[config.mk]
export PLATFORM = sky130hd
export DESIGN_NAME = spi_reg_target
export DESIGN_NICKNAME = d
export VERILOG_FILES = /design/src/rtl/spi_reg_pkg.sv /design/src/rtl/spi_sync.sv /design/src/rtl/spi_edge_det.sv /design/src/rtl/spi_tx_shift.sv /design/src/rtl/spi_reg_target.sv
export SDC_FILE = /design/constraint.sdc
export NUM_CORES = 1
export LEC_CHECK = 0
export CAP_MARGIN = 20
export CORE_AREA = 8 8 131 133
export DETAILED_ROUTE_END_ITERATION = 8
export DIE_AREA = 0 0 139 141
export SLEW_MARGIN = 20
export SYNTH_ARGS = -nofsm -noshare
export SYNTH_HDL_FRONTEND = slang
export SYNTH_HIERARCHICAL = 1
export SYNTH_SLANG_ARGS = --single-unit
[constraint.sdc]
create_clock -name clk_i -period 5.1 [get_ports clk_i]
set_clock_uncertainty 0.15 [all_clocks]
set_input_delay 1.53 -clock clk_i [delete_from_list [all_inputs] [get_ports clk_i]]
set_output_delay 1.53 -clock clk_i [all_outputs]
set_load 0.01 [all_outputs]
[src/rtl/spi_reg_pkg.sv]
package spi_reg_pkg;
  localparam logic [7:0]  DEC_PAGE = 8'hD4;
  localparam logic [11:0] FIFO_OFF = 12'h024;
  localparam logic [7:0]  IDLE_BYTE = 8'hFF;

  typedef struct packed {
    logic       rd;
    logic       rsvd;
    logic [5:0] len_m1;
  } cmd_t;
endpackage

[src/rtl/spi_sync.sv]
module spi_sync #(
  parameter int W = 1,
  parameter int STAGES = 2,
  parameter logic [W-1:0] RST_VAL = '0
) (
  input  logic         clk_i,
  input  logic         rst_ni,
  input  logic [W-1:0] d_i,
  output logic [W-1:0] q_o
);
  logic [W-1:0] stg_q [STAGES];

  always_ff @(posedge clk_i or negedge rst_ni) begin
    if (!rst_ni) begin
      for (int i = 0; i < STAGES; i++) stg_q[i] <= RST_VAL;
    end else begin
      stg_q[0] <= d_i;
      for (int i = 1; i < STAGES; i++) stg_q[i] <= stg_q[i-1];
    end
  end

  assign q_o = stg_q[STAGES-1];
endmodule

[src/rtl/spi_edge_det.sv]
module spi_edge_det (
  input  logic clk_i,
  input  logic rst_ni,
  input  logic sclk_i,
  input  logic sel_i,
  output logic rise_o,
  output logic fall_o
);
  logic prev_q;

  always_ff @(posedge clk_i or negedge rst_ni) begin
    if (!rst_ni) prev_q <= 1'b0;
    else         prev_q <= sclk_i;
  end

  assign rise_o = sel_i &  sclk_i & ~prev_q;
  assign fall_o = sel_i & ~sclk_i &  prev_q;
endmodule

[src/rtl/spi_tx_shift.sv]
module spi_tx_shift (
  input  logic       clk_i,
  input  logic       rst_ni,
  input  logic       sel_i,
  input  logic       fall_i,
  input  logic       load_i,
  input  logic [7:0] data_i,
  output logic       miso_o
);
  logic [7:0] tx_q;

  always_ff @(posedge clk_i or negedge rst_ni) begin
    if (!rst_ni)     tx_q <= '0;
    else if (!sel_i) tx_q <= '0;
    else if (fall_i) tx_q <= load_i ? data_i : {tx_q[6:0], 1'b0};
  end

  assign miso_o = tx_q[7];
endmodule

[src/rtl/spi_reg_target.sv]
module spi_reg_target
  import spi_reg_pkg::*;
#(
  parameter int SYNC_STAGES = 2,
  parameter int CNT_W = 7
) (
  input  logic        clk_i,
  input  logic        rst_ni,
  input  logic        sclk_i,
  input  logic        cs_ni,
  input  logic        mosi_i,
  output logic        miso_o,
  output logic        miso_oe_o,
  output logic        reg_stb_o,
  output logic        reg_we_o,
  output logic [3:0]  reg_loc_o,
  output logic [11:0] reg_off_o,
  output logic [7:0]  reg_wdata_o,
  input  logic [7:0]  reg_rdata_i,
  input  logic        reg_rvalid_i
);
  logic sclk_s, cs_n_s, mosi_s, sel, rise, fall;

  spi_sync #(.W(3), .STAGES(SYNC_STAGES), .RST_VAL(3'b010)) u_sync (
    .clk_i, .rst_ni,
    .d_i({sclk_i, cs_ni, mosi_i}),
    .q_o({sclk_s, cs_n_s, mosi_s})
  );

  assign sel = ~cs_n_s;

  spi_edge_det u_edge (
    .clk_i, .rst_ni, .sclk_i(sclk_s), .sel_i(sel), .rise_o(rise), .fall_o(fall)
  );

  logic [2:0]       bit_q;
  logic [1:0]       hdr_q;
  logic             data_q;
  logic [6:0]       sh_q;
  logic [7:0]       sh_nxt;
  cmd_t             cmd_q;
  logic [7:0]       ahi_q, amid_q;
  logic [CNT_W-1:0] dcnt_q, len_w;
  logic             dec_q;
  logic [3:0]       cur_loc_q;
  logic [11:0]      cur_off_q;
  logic [7:0]       nxt_q;
  logic             byte_done, hdr_end, iss, iss_we, eff_dec, tx_load;
  logic [3:0]       eff_loc;
  logic [11:0]      eff_off;

  assign sh_nxt    = {sh_q, mosi_s};
  assign byte_done = rise && (bit_q == 3'd7);
  assign hdr_end   = byte_done && !data_q && (hdr_q == 2'd3);
  assign len_w     = CNT_W'(cmd_q.len_m1);
  assign eff_dec   = hdr_end ? (ahi_q == DEC_PAGE) : dec_q;
  assign eff_loc   = hdr_end ? amid_q[7:4] : cur_loc_q;
  assign eff_off   = hdr_end ? {amid_q[3:0], sh_nxt} : cur_off_q;

  // first read fetch at header end; later fetches only while bytes remain
  always_comb begin
    iss    = 1'b0;
    iss_we = 1'b0;
    if (hdr_end) begin
      iss = cmd_q.rd && eff_dec;
    end else if (byte_done && data_q) begin
      if (cmd_q.rd) begin
        iss = eff_dec && (dcnt_q < len_w);
      end else begin
        iss    = eff_dec && (dcnt_q <= len_w);
        iss_we = iss;
      end
    end
  end

  always_ff @(posedge clk_i or negedge rst_ni) begin
    if (!rst_ni) begin
      bit_q  <= '0;
      hdr_q  <= '0;
      data_q <= 1'b0;
      sh_q   <= '0;
      cmd_q  <= '0;
      ahi_q  <= '0;
      amid_q <= '0;
      dcnt_q <= '0;
    end else if (!sel) begin
      bit_q  <= '0;
      hdr_q  <= '0;
      data_q <= 1'b0;
      sh_q   <= '0;
      dcnt_q <= '0;
    end else if (rise) begin
      bit_q <= bit_q + 3'd1;
      sh_q  <= sh_nxt[6:0];
      if (bit_q == 3'd7) begin
        if (data_q) begin
          if (dcnt_q != '1) dcnt_q <= dcnt_q + CNT_W'(1);
        end else begin
          case (hdr_q)
            2'd0:    cmd_q  <= cmd_t'(sh_nxt);
            2'd1:    ahi_q  <= sh_nxt;
            2'd2:    amid_q <= sh_nxt;
            default: data_q <= 1'b1;
          endcase
          hdr_q <= hdr_q + 2'd1;
        end
      end
    end
  end

  always_ff @(posedge clk_i or negedge rst_ni) begin
    if (!rst_ni) begin
      reg_stb_o   <= 1'b0;
      reg_we_o    <= 1'b0;
      reg_loc_o   <= '0;
      reg_off_o   <= '0;
      reg_wdata_o <= '0;
      dec_q       <= 1'b0;
      cur_loc_q   <= '0;
      cur_off_q   <= '0;
      nxt_q       <= IDLE_BYTE;
    end else begin
      reg_stb_o <= iss;
      reg_we_o  <= iss_we;
      if (hdr_end) dec_q <= eff_dec;
      if (iss) begin
        reg_loc_o   <= eff_loc;
        reg_off_o   <= eff_off;
        reg_wdata_o <= sh_nxt;
        cur_loc_q   <= eff_loc;
        cur_off_q   <= (eff_off == FIFO_OFF) ? eff_off : eff_off + 12'd1;
      end else if (hdr_end) begin
        cur_loc_q <= eff_loc;
        cur_off_q <= eff_off;
      end
      if (reg_stb_o && !reg_we_o)
        nxt_q <= reg_rvalid_i ? reg_rdata_i : IDLE_BYTE;
      else if ((hdr_end || (byte_done && data_q)) && !(iss && !iss_we))
        nxt_q <= IDLE_BYTE;
    end
  end

  assign tx_load = data_q && (bit_q == 3'd0);

  spi_tx_shift u_tx (
    .clk_i, .rst_ni, .sel_i(sel), .fall_i(fall), .load_i(tx_load),
    .data_i(nxt_q), .miso_o
  );

  assign miso_oe_o = sel;


  hdr_miso_low_chk: assert property (@(posedge clk_i) disable iff (!rst_ni)
    (sel && !data_q) |-> !miso_o);


  abort_clear_chk: assert property (@(posedge clk_i) disable iff (!rst_ni)
    !sel |=> (bit_q == 3'd0 && hdr_q == 2'd0 && !data_q));


  stb_decoded_chk: assert property (@(posedge clk_i) disable iff (!rst_ni)
    reg_stb_o |-> dec_q);


  wr_dir_chk: assert property (@(posedge clk_i) disable iff (!rst_ni)
    (reg_stb_o && reg_we_o) |-> !cmd_q.rd);


  fifo_hold_chk: assert property (@(posedge clk_i) disable iff (!rst_ni)
    (reg_stb_o && reg_off_o == FIFO_OFF) |-> (cur_off_q == FIFO_OFF));


  stb_pulse_chk: assert property (@(posedge clk_i) disable iff (!rst_ni)
    reg_stb_o |=> !reg_stb_o);
endmodule

# Word-level counts from Yosys, hierarchy flattened

Index checks and enable logic that the tools add are counted.

Bits in registers: 109

Magnitude comparators: 2
Reduce and logical (&&, ||, !) cells: 32
Equal/unequal tests: 8
Bitwise operators: 8
Add/subtract/negate cells: 4
Multiplexer cells: 38

Operators by type and width:

| operator                | count |
|---|---|
| $mux W7                 | 7 |
| $mux W12                | 4 |
| $mux W8                 | 6 |
| $reduce_and A5 Y1       | 3 |
| $reduce_bool A2 Y1      | 7 |
| $add A12 B1 Y12 const B | 1 |
| $eq A12 B6 Y1 const B   | 1 |
| $mux W1                 | 12 |
| $mux W4                 | 3 |
| $logic_and A1 B1 Y1     | 11 |
| $eq A8 B8 Y1 const B    | 1 |
| $mux W2                 | 4 |
| $add A7 B1 Y7 const B   | 1 |
| $le A7 B6 Y1            | 1 |
| $lt A7 B6 Y1            | 1 |
| $ne A7 B7 Y1 const B    | 1 |
| $mux W3                 | 2 |
| $and A1 B1 Y1           | 4 |
| $eq A2 B2 Y1 const B    | 2 |
| $logic_not A1 Y1        | 4 |
| $not A1 Y1              | 4 |
| $reduce_and A4 Y1       | 1 |
| $add A3 B1 Y3 const B   | 1 |
| $eq A3 B3 Y1 const B    | 1 |
| other kinds (9)         | 9 |

# Logic depth before layout (Yosys ltp)

Word-level depth: 17
Depth in mapped cells: 15
Depth with buffers taken out: 11

# Hierarchy

The synthesis kept the hierarchy.

By module, submodules not included:

| module         | cells an instance | area an instance (um^2) | times used |
|---|---|---|---|
| spi_reg_target | 410               | 4,588.2                 | 1 |
| spi_tx_shift   | 34                | 385.4                   | 1 |
| spi_sync       | 9                 | 175.2                   | 1 |
| spi_edge_det   | 3                 | 42.5                    | 1 |

# Worst setup path before layout

OpenSTA, ideal clock, no wires.

Path type: reg2reg
From: register u_sync.stg_q (netlist bit u_sync/q_o[1])
To: register cur_off_q[1]
Period minus slack after synthesis: 3.332 ns
Required time: 4.822 ns
Cell stages (with the launch flop): 14
Path slack: 1.768 ns
Arrival: 3.055 ns
Setup time: 0.128 ns
Cells stage by stage: dfstp_2 > buf_4 > clkbuf_1 > inv_1 > and3b_1 > buf_4 > nand4b_1 > buf_4 > buf_2 > mux2i_1 > ha_1 > nand2_1 > and2_1 > mux2_1

Longest elaborated chain between the ends: 12
Elaborated cells between the ends (all ways): 21

Ends and longest elaborated chain:

| item                                                    | RTL line              | text |
|---|---|---|
| start: declaration                                      | spi_sync.sv:11        | `logic [W-1:0] stg_q [STAGES];` |
| $not A1 Y1 (no line) (*)                                | -                     |  |
| via miso_oe_o                                           | spi_reg_target.sv:13  | `output logic miso_oe_o,` |
| $and A1 B1 Y1 (*) (2 in a row)                          | spi_edge_det.sv:16    | `assign rise_o = sel_i & sclk_i & ~prev_q;` |
| via rise                                                | spi_reg_target.sv:22  | `logic sclk_s, cs_n_s, mosi_s, sel, rise, fall;` |
| $logic_and A1 B1 Y1 (*)                                 | spi_reg_target.sv:53  | `assign byte_done = rise && (bit_q == 3'd7);` |
| branches (longest 8 deep; another with $add A12 B1 Y12) | -                     |  |
| end signal: assignment                                  | spi_reg_target.sv:131 | `cur_off_q <= (eff_off == FIFO_OFF) ? eff_off : eff_off + 12'd1;` |
| end signal: assignment                                  | spi_reg_target.sv:134 | `cur_off_q <= eff_off;` |
| end: declaration                                        | spi_reg_target.sv:46  | `logic [11:0] cur_off_q;` |

Mark *: on every way through the listed nets, which the timed path passes. The select of a mux whose other input is x is not followed.
A chain may end at the register's enable or synchronous reset.

# Final worst setup path

From: register u_sync.stg_q (netlist bit u_sync/q_o[1])
To: register cur_off_q[1]

Longest elaborated chain between the ends: 12
Elaborated cells between the ends (all ways): 21

Ends and longest elaborated chain:

| item                                                    | RTL line |
|---|---|
| $not A1 Y1 (no line) (*)                                | - |
| $and A1 B1 Y1 (*) (2 in a row)                          | spi_edge_det.sv:16 |
| via rise                                                | spi_reg_target.sv:22 |
| $logic_and A1 B1 Y1 (*)                                 | spi_reg_target.sv:53 |
| branches (longest 8 deep; another with $add A12 B1 Y12) | - |

Marked as above.

==> summary.md <==
| Metric | Value |
|---|---|
| Total track usage | `11.7%` |
| Max-slew violation count | `0` |
| WL per Instance | `16.1 um` |
| # setup viols final | `0` |
| Diode count | `0` |
| Gr ovfl total | `0` |
| Outcome | `completed` |
| Clock Path Buffers | `2` |
| Data required time of the critical path | `5170 ps` |
| I/O Pins | `between 40 and 50` |
| Antenna violations before repair | `0` |
| Number of synthesized flops with an enable pin | `0` |
| Total CTS buffers | `9` |
| Max Cap Viol | `0` |
| Initial cell density of the core | `34.7%` |
| Synth Flop Type | `dfrtp_1` |
| RSZ-0062 raised after global routing | `no` |
| Place WS | `between 1000 and 1500 ps` |
| Logic pwr share | `approximately 2.6%` |
| Post-Syn Area | `5190 um2` |
| I/O Buffers | `41` |
| CTS tree | `done` |
| Number of H-tree levels | `3` |
| Syn_nets | `between 400 and 500` |
| Worst-margin pin slew | `1070 ps` |
| CP Max Fanout | `40` |
| Cell count after synthesis | `456` |
| Hold_buf cts | `0` |
| CP arrival | `4060 ps` |
| Die area | `19600 um2` |
| Final WL | `10900 um` |
| Ys Warns | `6` |
| Crit Path Category | `flip-flop to flip-flop` |
| Leakage | `2.71 nW` |
| Post-CTS setup buffer count | `0` |
| Clock sink count | `roughly 110` |
| Worst-path clk slew | `70 ps` |
| Setup_tns | `0 ps` |
| First-pass GRT wire length | `18500 um` |
| Mean Syn Cell Area | `between 10 and 15 um2` |
| Hold path startpoint | `u_sync/stg_q[3]$_DFF_PN0_` |
| Power density over the cells | `277 nW/um2` |
| Gp weighted congestion | `0.800` |
| Fin. Hold Viols | `0` |
| Die height | `141 um` |
| Worst vdd ir | `0.167 mV` |
| NetSw | `0.331 mW` |
| Post-CTS sizing | `0` |
| Count of cell types in the netlist | `57` |
| Global Route met3 Usage | `~3.7%` |
| CP max-delay cell | `dfstp_2` |
| CP Capture Type | `flip-flop` |
| FF+latch count, synth | `109` |
| Final ANT Viol Nets | `0` |
| Worst min path class | `flip-flop to flip-flop` |
| Reg power frac | `a little over half` |
| DR iter-0 viols | `167` |
| Asr flop ratio synth | `100%` |
| Root buf cell | `clkbuf_16` |
| Max-slew headroom | `28.4%` |
| Later-pin clock latency in the skew report | `350 ps` |
| Met1 GRT Util | `15.0%` |
| Vias in the first global route | `3523` |
| Area Growth Syn to Fin | `15.6%` |
| Row count | `45` |
| FF-to-FF Start | `u_sync/q_o[1]$_DFF_PN1_` |
| Register area share after synthesis | `between 50% and 60%` |
| Vias | `3423` |
| Placed cells | `664` |
| Clock share of power | `44.5%` |
| Worst setup startpoint | `u_sync/q_o[1]$_DFF_PN1_` |
| DRC viols | `0` |
| Switching part of the total | `between 10% and 20%` |
| Startpoint Class | `flip-flop` |
| Period utilisation layout | `between 70% and 80%` |
| Final Critical Period | `3990 ps` |
| Router iterations before antenna repair | `4` |
| Final Net Count | `518` |
| Fillcell total | `1450` |
| Core area | `15000 um2` |
| Met2 Track Usage GR | `18.6%` |
| Delay of the slowest critical-path stage | `770 ps` |
| Pin count of the biggest net entering global routing | `60` |
| Fmax | `between 0.2 and 0.3 GHz` |
| CP cell instances | `inv_1, and3b_1, nand2_1, nor3b_1, buf_4, a32oi_1, and2_1, inv_6, and2_1, mux2_1` |
| GRT busiest layer | `met2` |
| DPL Wire Length | `between 7000 and 8000 um` |
| Vias per cell | `5.04` |
| Layout cells sized above 1 | `17.1%` |
| Cell internal pwr | `1.33 mW` |
| Setup ws final | `1110 ps` |
| Final cell count without fillers | `679` |
| Die W | `139 um` |
| Crit path top cell by count | `and2_1` |
-- power groups by stage --
stage               clock (mW)  combinational [mW]  sequential, mW
floorplan                    0              0.0183           0.890
global placement             0              0.0436           0.895
detailed placement           0              0.0450           0.895
CTS                      0.767              0.0453           0.879
global route             0.805              0.0498           0.880
finish                   0.738              0.0432           0.879
-- critical path: cells and delay by family (launching register included) --
| family | cells | cell delay [ps] |
|---|---|---|
| muxes | 1 | 320 |
| buffers and inverters | 3 | 680 |
| and+or+nand+nor | 5 | 1610 |
| DFF | 1 | 770 |
| AOI/OAI and AO/OA | 1 | 280 |
-- cell usage after synthesis, types with 2 or more instances --
library cell | count | share of area (%)
nand4b_1 | 5 | 0.84
nor2_1 | 35 | 2.5
a31oi_1 | 5 | 0.60
dfrtp_1 | 99 | 48
a21oi_2 | 7 | 1.2
buf_6 | 5 | 1.1
dfstp_2 | 10 | 5.1
ha_1 | 17 | 4.1
nor4_1 | 2 | 0.24
nand3b_1 | 9 | 1.3
nand4_1 | 8 | 0.96
nor3b_1 | 2 | 0.29
nand2b_1 | 4 | 0.48
inv_1 | 15 | 1.1
buf_2 | 3 | 0.29
buf_8 | 2 | 0.58
buf_4 | 5 | 0.72
and3_1 | 5 | 0.60
xnor2_1 | 8 | 1.3
nand2_1 | 45 | 3.3
a21oi_1 | 19 | 1.8
and4_1 | 2 | 0.34
nor3_1 | 4 | 0.39
o21ai_0 | 16 | 1.5
and2_1 | 2 | 0.24
and3b_1 | 3 | 0.51
mux2i_1 | 28 | 5.4
mux2_2 | 33 | 7.2
clkbuf_1 | 8 | 0.58
o21ai_1 | 2 | 0.19
a21boi_0 | 2 | 0.29
nand3_1 | 7 | 0.67
nor2_2 | 7 | 0.84
xor2_1 | 8 | 1.3
a22o_1 | 2 | 0.34
-- through the flow --
stage / power [mW] / utilization [%] / area, um2 / hold WS (ps)
6_report: 1.66 / 40.1 / 6000 / 202
5_1_grt: 1.73 / 40.1 / 6000 / 211
4_1_cts: 1.69 / 40.1 / 6000 / 206
3_5_place_dp: 0.940 / 38.0 / 5690 / 190
3_3_place_gp: 0.939 / 38.0 / 5690 / 184
2_1_floorplan: 0.909 / - / 5190 / 181
-- cells by family (layout without fill, tap and decap cells) --
family	after synthesis	count (layout)	synth area share (%)
AND/OR/NAND/NOR	144	144	14.1
flip-flops	109	109	52.8
AO/OA/AOI/OAI	66	66	8.44
multiplexers	63	63	13.2
buffers and inverters	41	76	4.68
adder cells (fa/ha/maj)	17	17	4.10
XOR/XNOR	16	16	2.70
-- layout by cell type, fill, tap and decap left out, types with 2 or more instances in the layout --
master            n
nor2_1           35
nand3_1           7
a31oi_1           5
inv_1            15
ha_1             17
a21oi_2           7
o21ai_1           2
clkdlybuf4s50_1  40
nor4_1            2
nand4b_1          5
o21ai_0          16
a21boi_0          2
buf_4             5
xor2_1            8
nand2b_1          4
and4_1            2
nor3_1            4
mux2_2           33
xnor2_1           8
bufinv_16         2
nand4_1           8
dfstp_2          10
nor3b_1           2
and3b_1           3
and3_1            5
mux2i_1          28
dfrtp_1          99
and2_1            2
nor2_2            7
a21oi_1          19
nand3b_1          9
nand2_1          45
a22o_1            2
clkbuf_16         9
-- flip-flops by register name (all words and copies together), names as in the netlist, 3 cells and up --
name          cells
cmd_q             7
cur_loc_q         4
bit_q             3
sh_q              7
dcnt_q            7
cur_off_q        12
reg_off_o        12
nxt_q             8
u_sync/stg_q      3
reg_wdata_o       8
reg_loc_o         4
amid_q            8
u_tx/tx_q         8
ahi_q             8
u_sync/q_o        3
-- final cells by class --
type                    count  area (um2)  area share, %
flip-flops and latches    109        2740           45.7
multi-input cells         306        2210           36.8
repair buffers             45         438           7.30
clock buffers              11         243           4.04
well taps                 188         235           3.92
clock inverters             4        72.6           1.21
inverters                  16        65.1           1.08
-- per-layer routing --
layer,part of all wire [%],routed length [um]
met4,0.88,96
met3,4.3,469
met2,46,5060
met5,0,0
met1,49,5310
-- worst paths after layout --
kind	to	slack, ps	depth (start not counted)
max	cur_off_q[1]$_DFFE_PN0P_	1110	10
min	u_sync/q_o[0]$_DFF_PN0_	200	0
max reg2reg	cur_off_q[1]$_DFFE_PN0P_	1110	10
min reg2reg	u_sync/q_o[0]$_DFF_PN0_	200	0
max in group asynchronous	reg_off_o[0]$_DFFE_PN0P_	2860	2
min in group asynchronous	u_sync/q_o[2]$_DFF_PN0_	1100	1
Note: power is estimated with default switching activity, not from simulation.
